$ cat config.mk
export PLATFORM = sky130hd
export DESIGN_NAME = rwg_regif
export DESIGN_NICKNAME = d
export VERILOG_FILES = /design/src/rtl/rwg_pkg.sv /design/src/rtl/rwg_decode.sv /design/src/rtl/rwg_ctrl.sv /design/src/rtl/rwg_gen.sv /design/src/rtl/rwg_regif.sv
export SDC_FILE = /design/constraint.sdc
export NUM_CORES = 1
export LEC_CHECK = 0
export BUFFER_PORTS_ARGS = -buffer_cell sky130_fd_sc_hd__buf_2
export CORE_ASPECT_RATIO = 1.75
export CORE_MARGIN = 2
export CORE_UTILIZATION = 60
export DETAILED_ROUTE_END_ITERATION = 10
export GPL_ROUTABILITY_DRIVEN = 1
export PLACE_DENSITY = 0.84
export SYNTH_ARGS = -nofsm -noshare
export SYNTH_HDL_FRONTEND = slang
export SYNTH_HIERARCHICAL = 1
export SYNTH_SLANG_ARGS = --single-unit
$ cat constraint.sdc
create_clock -name clk -period 4.56 [get_ports clk]
set_input_delay 0.228 -clock clk [delete_from_list [all_inputs] [get_ports clk]]
set_output_delay 0.228 -clock clk [all_outputs]
set_load 0.02 [all_outputs]
$ cat src/rtl/rwg_pkg.sv
package rwg_pkg;

  localparam int unsigned WORD_W = 32;

  // word index taken from address bits 3:2
  localparam logic [1:0] IDX_CTRL = 2'd0;
  localparam logic [1:0] IDX_STAT = 2'd1;
  localparam logic [1:0] IDX_ENT  = 2'd2;
  localparam logic [1:0] IDX_OUT  = 2'd3;

  // control bit positions
  localparam int unsigned CB_GO   = 0;
  localparam int unsigned CB_SEC  = 1;
  localparam int unsigned CB_MASK = 2;
  localparam int unsigned CB_CLR  = 3;
  localparam int unsigned CB_SLP  = 4;

  // status bit positions
  localparam int unsigned SB_SECV  = 0;
  localparam int unsigned SB_LAST  = 1;
  localparam int unsigned SB_UNDER = 2;
  localparam int unsigned SB_ERR   = 3;
  localparam int unsigned SB_SLP   = 4;
  localparam int unsigned SB_LVL   = 8;
  localparam int unsigned SB_SIZE  = 16;

  typedef struct packed {
    logic go;
    logic sec;
    logic mask;
    logic slp;
  } ctrl_t;

  typedef struct packed {
    logic secv;
    logic last;
    logic under;
    logic err;
  } flags_t;

  typedef struct packed {
    logic wr_ctrl;
    logic wr_ent;
    logic rd_ctrl;
    logic rd_stat;
    logic rd_ent;
    logic rd_out;
  } strobe_t;

endpackage

$ cat src/rtl/rwg_decode.sv
module rwg_decode
  import rwg_pkg::*;
#(
  parameter int unsigned ADDR_W = 4
) (
  input  logic [ADDR_W-1:0] addr,
  input  logic              wr,
  input  logic              rd,
  output strobe_t           stb
);

  logic       hi_zero;
  logic       hit;
  logic [1:0] idx;

  generate
    if (ADDR_W > 4) begin : g_wide
      assign hi_zero = (addr[ADDR_W-1:4] == '0);
    end else begin : g_narrow
      assign hi_zero = 1'b1;
    end
  endgenerate

  assign idx = addr[3:2];
  assign hit = hi_zero && (addr[1:0] == 2'b00);

  always_comb begin
    stb = '0;
    if (hit) begin
      unique case (idx)
        IDX_CTRL: begin
          stb.wr_ctrl = wr;
          stb.rd_ctrl = rd;
        end
        IDX_STAT: stb.rd_stat = rd;
        IDX_ENT: begin
          stb.wr_ent = wr;
          stb.rd_ent = rd;
        end
        default: stb.rd_out = rd;
      endcase
    end
  end

endmodule

$ cat src/rtl/rwg_ctrl.sv
module rwg_ctrl
  import rwg_pkg::*;
(
  input  logic       clk,
  input  logic       rst_n,
  input  logic       wr_ctrl,
  input  logic       rd_stat,
  input  logic [4:0] wbits,
  input  logic       underflow,
  input  logic       valid_rd,
  output ctrl_t      ctrl_q,
  output flags_t     flags_q
);

  ctrl_t  ctrl_d;
  flags_t flags_d;
  logic   clr_err;
  logic   flags_en;

  assign clr_err  = wr_ctrl && wbits[CB_CLR];
  assign flags_en = underflow || rd_stat || valid_rd || clr_err;

  always_comb begin
    ctrl_d = ctrl_q;
    if (wr_ctrl) begin
      ctrl_d.go   = ctrl_q.go  | wbits[CB_GO];
      ctrl_d.sec  = ctrl_q.sec | wbits[CB_SEC];
      ctrl_d.mask = wbits[CB_MASK];
      ctrl_d.slp  = wbits[CB_SLP];
    end
  end

  always_comb begin
    flags_d = flags_q;
    if (underflow) begin
      flags_d.last  = 1'b1;
      flags_d.under = 1'b1;
      flags_d.err   = 1'b1;
      if (ctrl_q.sec) flags_d.secv = 1'b1;
    end else begin
      if (rd_stat || valid_rd) flags_d.last = 1'b0;
      if (rd_stat)             flags_d.under = 1'b0;
      if (clr_err)             flags_d.err = 1'b0;
    end
  end

  always_ff @(posedge clk or negedge rst_n) begin
    if (!rst_n) begin
      ctrl_q  <= '0;
      flags_q <= '0;
    end else begin
      if (wr_ctrl)  ctrl_q  <= ctrl_d;
      if (flags_en) flags_q <= flags_d;
    end
  end

  p_go_sticky_r2: assert property (@(posedge clk) disable iff (!rst_n)
    ctrl_q.go |=> ctrl_q.go);

  p_sec_sticky_r9: assert property (@(posedge clk) disable iff (!rst_n)
    ctrl_q.sec |=> ctrl_q.sec);

  p_secv_sticky_r9: assert property (@(posedge clk) disable iff (!rst_n)
    flags_q.secv |=> flags_q.secv);

  p_underflow_flags_r4: assert property (@(posedge clk) disable iff (!rst_n)
    underflow |=> (flags_q.last && flags_q.under && flags_q.err));

  p_status_read_clears_r5: assert property (@(posedge clk) disable iff (!rst_n)
    (rd_stat && !underflow) |=> (!flags_q.last && !flags_q.under));

  p_err_holds_on_status_r5: assert property (@(posedge clk) disable iff (!rst_n)
    (rd_stat && !clr_err && flags_q.err) |=> flags_q.err);

endmodule

$ cat src/rtl/rwg_gen.sv
module rwg_gen #(
  parameter int unsigned W             = 32,
  parameter int unsigned LOAD_STEPS    = 8,
  parameter int unsigned STEPS_PER_CLK = 1,
  parameter logic [W-1:0] TAPS         = 32'h8020_0003,
  parameter logic [W-1:0] SEED         = 32'h1234_5679
) (
  input  logic         clk,
  input  logic         rst_n,
  input  logic         go,
  input  logic         asleep,
  input  logic         ent_wr,
  input  logic [W-1:0] ent_data,
  input  logic         out_rd,
  output logic [W-1:0] word_q,
  output logic         level_q
);

  localparam int unsigned CNT_W = (LOAD_STEPS > 1) ? $clog2(LOAD_STEPS) : 1;
  localparam logic [CNT_W-1:0] CNT_LAST = CNT_W'(LOAD_STEPS - 1);

  logic [W-1:0]     lfsr_q, lfsr_d, lfsr_adv, lfsr_base, lfsr_mix;
  logic [CNT_W-1:0] cnt_q, cnt_d;
  logic [W-1:0]     word_d;
  logic             level_d;
  logic             lfsr_en, cnt_en, out_en;
  logic             load;

  function automatic logic [W-1:0] lfsr_step(input logic [W-1:0] s);
    return {1'b0, s[W-1:1]} ^ (s[0] ? TAPS : '0);
  endfunction

  always_comb begin
    lfsr_adv = lfsr_q;
    for (int k = 0; k < int'(STEPS_PER_CLK); k++) begin
      lfsr_adv = lfsr_step(lfsr_adv);
    end
  end

  // generator: steps only while awake, entropy folded in on every write
  always_comb begin
    lfsr_base = asleep ? lfsr_q : lfsr_adv;
    lfsr_mix  = lfsr_base ^ ent_data;
    lfsr_d    = lfsr_base;
    if (ent_wr) lfsr_d = (lfsr_mix == '0) ? SEED : lfsr_mix;
  end
  assign lfsr_en = !asleep || ent_wr;

  // load timer
  assign load = go && !asleep && !level_q && (cnt_q == CNT_LAST);

  always_comb begin
    cnt_d = cnt_q;
    if (level_q || !go) cnt_d = '0;
    else if (!asleep)   cnt_d = load ? '0 : cnt_q + 1'b1;
  end
  assign cnt_en = (cnt_d != cnt_q);

  // single-word holding register
  always_comb begin
    word_d  = word_q;
    level_d = level_q;
    if (out_rd && level_q) begin
      word_d  = '0;
      level_d = 1'b0;
    end else if (load) begin
      word_d  = lfsr_q;
      level_d = 1'b1;
    end
  end
  assign out_en = (out_rd && level_q) || load;

  always_ff @(posedge clk or negedge rst_n) begin
    if (!rst_n) begin
      lfsr_q  <= SEED;
      cnt_q   <= '0;
      word_q  <= '0;
      level_q <= 1'b0;
    end else begin
      if (lfsr_en) lfsr_q <= lfsr_d;
      if (cnt_en)  cnt_q  <= cnt_d;
      if (out_en) begin
        word_q  <= word_d;
        level_q <= level_d;
      end
    end
  end

  p_read_empties_r3: assert property (@(posedge clk) disable iff (!rst_n)
    (out_rd && level_q) |=> (!level_q && word_q == '0));

  p_word_nonzero_r3: assert property (@(posedge clk) disable iff (!rst_n)
    level_q |-> (word_q != '0));

  p_no_load_asleep_r10: assert property (@(posedge clk) disable iff (!rst_n)
    (asleep && !level_q) |=> !level_q);

  p_no_load_disabled_r2: assert property (@(posedge clk) disable iff (!rst_n)
    (!go && !level_q) |=> !level_q);

endmodule

$ cat src/rtl/rwg_regif.sv
module rwg_regif
  import rwg_pkg::*;
#(
  parameter int unsigned ADDR_W        = 4,
  parameter int unsigned LOAD_STEPS    = 8,
  parameter int unsigned STEPS_PER_CLK = 1,
  parameter logic [31:0] TAPS          = 32'h8020_0003,
  parameter logic [31:0] SEED          = 32'h1234_5679
) (
  input  logic              clk,
  input  logic              rst_n,
  input  logic              doze_i,
  input  logic [ADDR_W-1:0] bus_addr,
  input  logic              bus_wr,
  input  logic              bus_rd,
  input  logic [31:0]       bus_wdata,
  output logic [31:0]       bus_rdata,
  output logic              irq_o
);

  logic [1:0]        rst_sync_q;
  logic              rst_int_n;
  strobe_t           stb;
  ctrl_t             ctrl_q;
  flags_t            flags_q;
  logic [WORD_W-1:0] word_q;
  logic              level_q;
  logic              asleep;
  logic              underflow;
  logic              valid_rd;

  // reset: asserts at once, releases on a clock edge
  always_ff @(posedge clk or negedge rst_n) begin
    if (!rst_n) rst_sync_q <= 2'b00;
    else        rst_sync_q <= {rst_sync_q[0], 1'b1};
  end
  assign rst_int_n = rst_sync_q[1];

  rwg_decode #(.ADDR_W(ADDR_W)) u_decode (
    .addr (bus_addr),
    .wr   (bus_wr),
    .rd   (bus_rd),
    .stb  (stb)
  );

  assign asleep    = ctrl_q.slp || doze_i;
  assign underflow = stb.rd_out && !level_q;
  assign valid_rd  = stb.rd_out && level_q;

  rwg_ctrl u_ctrl (
    .clk       (clk),
    .rst_n     (rst_int_n),
    .wr_ctrl   (stb.wr_ctrl),
    .rd_stat   (stb.rd_stat),
    .wbits     (bus_wdata[4:0]),
    .underflow (underflow),
    .valid_rd  (valid_rd),
    .ctrl_q    (ctrl_q),
    .flags_q   (flags_q)
  );

  rwg_gen #(
    .W             (WORD_W),
    .LOAD_STEPS    (LOAD_STEPS),
    .STEPS_PER_CLK (STEPS_PER_CLK),
    .TAPS          (TAPS),
    .SEED          (SEED)
  ) u_gen (
    .clk      (clk),
    .rst_n    (rst_int_n),
    .go       (ctrl_q.go),
    .asleep   (asleep),
    .ent_wr   (stb.wr_ent),
    .ent_data (bus_wdata),
    .out_rd   (stb.rd_out),
    .word_q   (word_q),
    .level_q  (level_q)
  );

  assign irq_o = flags_q.err && !ctrl_q.mask;

  always_comb begin
    bus_rdata = '0;
    if (stb.rd_ctrl) begin
      bus_rdata[CB_GO]   = ctrl_q.go;
      bus_rdata[CB_SEC]  = ctrl_q.sec;
      bus_rdata[CB_MASK] = ctrl_q.mask;
      bus_rdata[CB_SLP]  = ctrl_q.slp;
    end else if (stb.rd_stat) begin
      bus_rdata[SB_SECV]          = flags_q.secv;
      bus_rdata[SB_LAST]          = flags_q.last;
      bus_rdata[SB_UNDER]         = flags_q.under;
      bus_rdata[SB_ERR]           = flags_q.err;
      bus_rdata[SB_SLP]           = asleep;
      bus_rdata[SB_LVL +: 8]      = {7'd0, level_q};
      bus_rdata[SB_SIZE +: 8]     = 8'd1;
    end else if (stb.rd_out) begin
      bus_rdata = word_q;
    end
  end

  p_irq_on_error_r8: assert property (@(posedge clk) disable iff (!rst_int_n)
    (underflow && !ctrl_q.mask) |=> irq_o);

  p_irq_masked_r8: assert property (@(posedge clk) disable iff (!rst_int_n)
    ctrl_q.mask |-> !irq_o);

  p_empty_read_zero_r4: assert property (@(posedge clk) disable iff (!rst_int_n)
    underflow |-> (bus_rdata == '0));

endmodule

==> impl_metrics.py <==
metrics = {
    "critical_path": {
        "cp_max_fo": 28,
        "cp.required_ps": 4830,
        "worstReg2RegEnd": "u_gen/lfsr_q[28]",
        "worstPathArrival_ps": 3490,
        "reg2reg_slack_ps": 1340,
        "start_kind": "flop",
        "worstSetupStartpoint": "u_ctrl/ctrl_q[0]",
        "reg2reg_depth": 7,
        "timing.rr.start": "u_ctrl/ctrl_q[0]",
        "crit_end": "u_gen/lfsr_q[28]",
        "endpoint_kind": "flop",
        "crit_type": "reg -> reg",
    },
    "sta": {
        "drv_slew": 0,
        "fmax_ghz": 0.311,
        "worst_clock_skew_ps": 4.34,
        "period_needed_ps": 3220,
        "period_share_pct": 70.6,
        "relSlewSlack_pct": 29.9,
        "hold_viol": 0,
        "rsz0062_at_grt": "no",
        "tightest_slew_ps": 1050,
        "tns_ps": 0,
        "setup_viol": 0,
        "fin_ws_ps": 1340,
    },
    "routing": {
        "antenna_left": 0,
        "viasPerCell": 6.01,
        "drc": 0,
        "finalWirelength_microns": 10400,
        "drt-wirelength-per-cell_microns": 18.5,
        "drt_iter0_markers": 224,
        "firstDrtPassIters": 4,
        "vias": 3384,
    },
    "floorplan": {
        "initial_core_util_pct": 61.2,
        "die_height_microns": 117,
        "ios": 74,
        "dieArea_sq_um": 8000,
        "die_x_microns": 68.5,
        "core_sq_um": 7130,
        "row_count": 41,
    },
    "synthesis": {
        "avgSynthCellArea_sq_um": 10.8,
        "ys_warn_count": 6,
        "syn_nets": 446,
        "synth_area_sq_um": 4370,
        "synthCells": 403,
    },
    "global_route": {
        "track_usage_pct": 28.1,
        "grt_pass1_vias": 3316,
        "antenna_found_initial": 0,
        "grt_first_pass_wirelength_microns": 16200,
        "grt_max_degree": 49,
        "grt.overflow.total": 0,
    },
    "power": {
        "leakage_uw": 0.00254,
        "ir_drop_mv": 0.354,
        "power.density_nw_per_um2": 504,
    },
    "finish": {
        "drive_gt1_share_pct": 27.7,
        "fillers": 506,
        "syn_to_final_growth_pct": 16.7,
        "layout.nets": 515,
        "fin_cells": 563,
        "antenna_cells": 0,
        "finalCoreUtilization_pct": 71.5,
        "fin_area_sq_um": 5100,
        "ff_latch_area_sq_um": 1970,
        "multiInputGateArea_sq_um": 2270,
    },
    "run": {
        "cap_violations": 0,
    },
    "cts": {
        "clk_pin_slew_worst_paths_ps": 60,
        "clkSinkCount": 78,
        "cts_buffer_depth": 2,
        "cts-htree-levels": 3,
        "cts-root-buf": "clkbuf_16",
        "cts_tree": "yes",
        "cts_buffers": 9,
        "insertion_delay_ps": 340,
        "postCtsSetupBuffers": 0,
    },
    "placement": {
        "pre_cts_ws_ps": 1370,
        "place_congestion": 0.887,
        "postPlaceCellArea_sq_um": 4790,
        "dp_hpwl_microns": 7360,
        "placed_cells": 546,
        "portBuffers": 73,
    },
    "run_status": {
        "status": "completed",
    },
    "min_path": {
        "hold_class": "in -> reg",
    },
}
[timing repair]
item                                   4_1_cts  5_1_grt
setup endpoints to repair                    0        0
resized for setup                            0        0
hold buffers                                 1        0
endpoints found under the hold margin        2        0
[state kept, by name, indices dropped and copies added (netlist names)]
register and cells:
u_gen/level_q 1, u_gen/lfsr_q 32, rst_sync_q 2, u_gen/cnt_q 3
u_ctrl/flags_q 4, u_gen/word_q 32, u_ctrl/ctrl_q 4
[power breakdown]
group          switching (uW)  internal (uW)  leakage [uW]
combinational             404            360       0.00141
clock                     274            438      0.000142
sequential                203            888      0.000985
[how the worst min path moves through the flow]
stage,from,to,depth (start not counted)
6_report,bus_wdata[25],u_gen/lfsr_q[25],3
5_1_grt,bus_wdata[28],u_gen/lfsr_q[28],3
4_1_cts,bus_wdata[25],u_gen/lfsr_q[25],3
3_5_place_dp,rst_n,rst_sync_q[0],1
3_3_place_gp,rst_n,rst_sync_q[0],1
2_1_floorplan,rst_n,rst_sync_q[0],0
[cell usage in the layout (no fill, tap or decap), drive strengths merged, types with 3 or more instances in the layout]
cell type,count
nand4,6
xnor2,34
dfstp,14
nor3,4
nand3,20
a22oi,5
a221oi,3
nand2,26
nor2,11
nor3b,3
nor4,7
nor2b,5
mux2i,43
a22o,32
a21oi,8
xor2,25
or4,4
and2,25
inv,7
clkbuf,11
a21o,17
buf,79
dfrtp,64
[area by class of cell]
cell class	instances	share of cell area (%)
multi-input combinational	296	44.6
sequential	78	38.7
timing repair buffer	80	8.25
clock buffer	11	4.76
tap	86	2.11
clock inverter	5	1.15
inverter	7	0.515
[through the flow]
| step | hold slack, ps | total power [uW] |
|---|---|---|
| 3_3_place_gp | 12.6 | 1820 |
| 2_1_floorplan | -67.6 | 1620 |
| 5_1_grt | 159 | 2690 |
| 3_5_place_dp | 13.5 | 1850 |
| 4_1_cts | 145 | 2580 |
| 6_report | 158 | 2570 |
[layer usage]
metal,vias to the layer above,share of wire [%],global-route usage (%)
met5,-,0,0
met2,104,53,47.2
met4,0,4.6,16.7
met3,29,4.5,6.21
li1,1566,-,-
met1,1685,38,31.9
[critical path, cell delays in order, from the launching register on]
cell and delay, ps:
dfrtp_1 360, or2_2 510, buf_4 500, mux2i_1 360
xnor2_1 140, or4_1 510, or4_4 630, nand3_1 120
(Power assumes the default switching activity.)
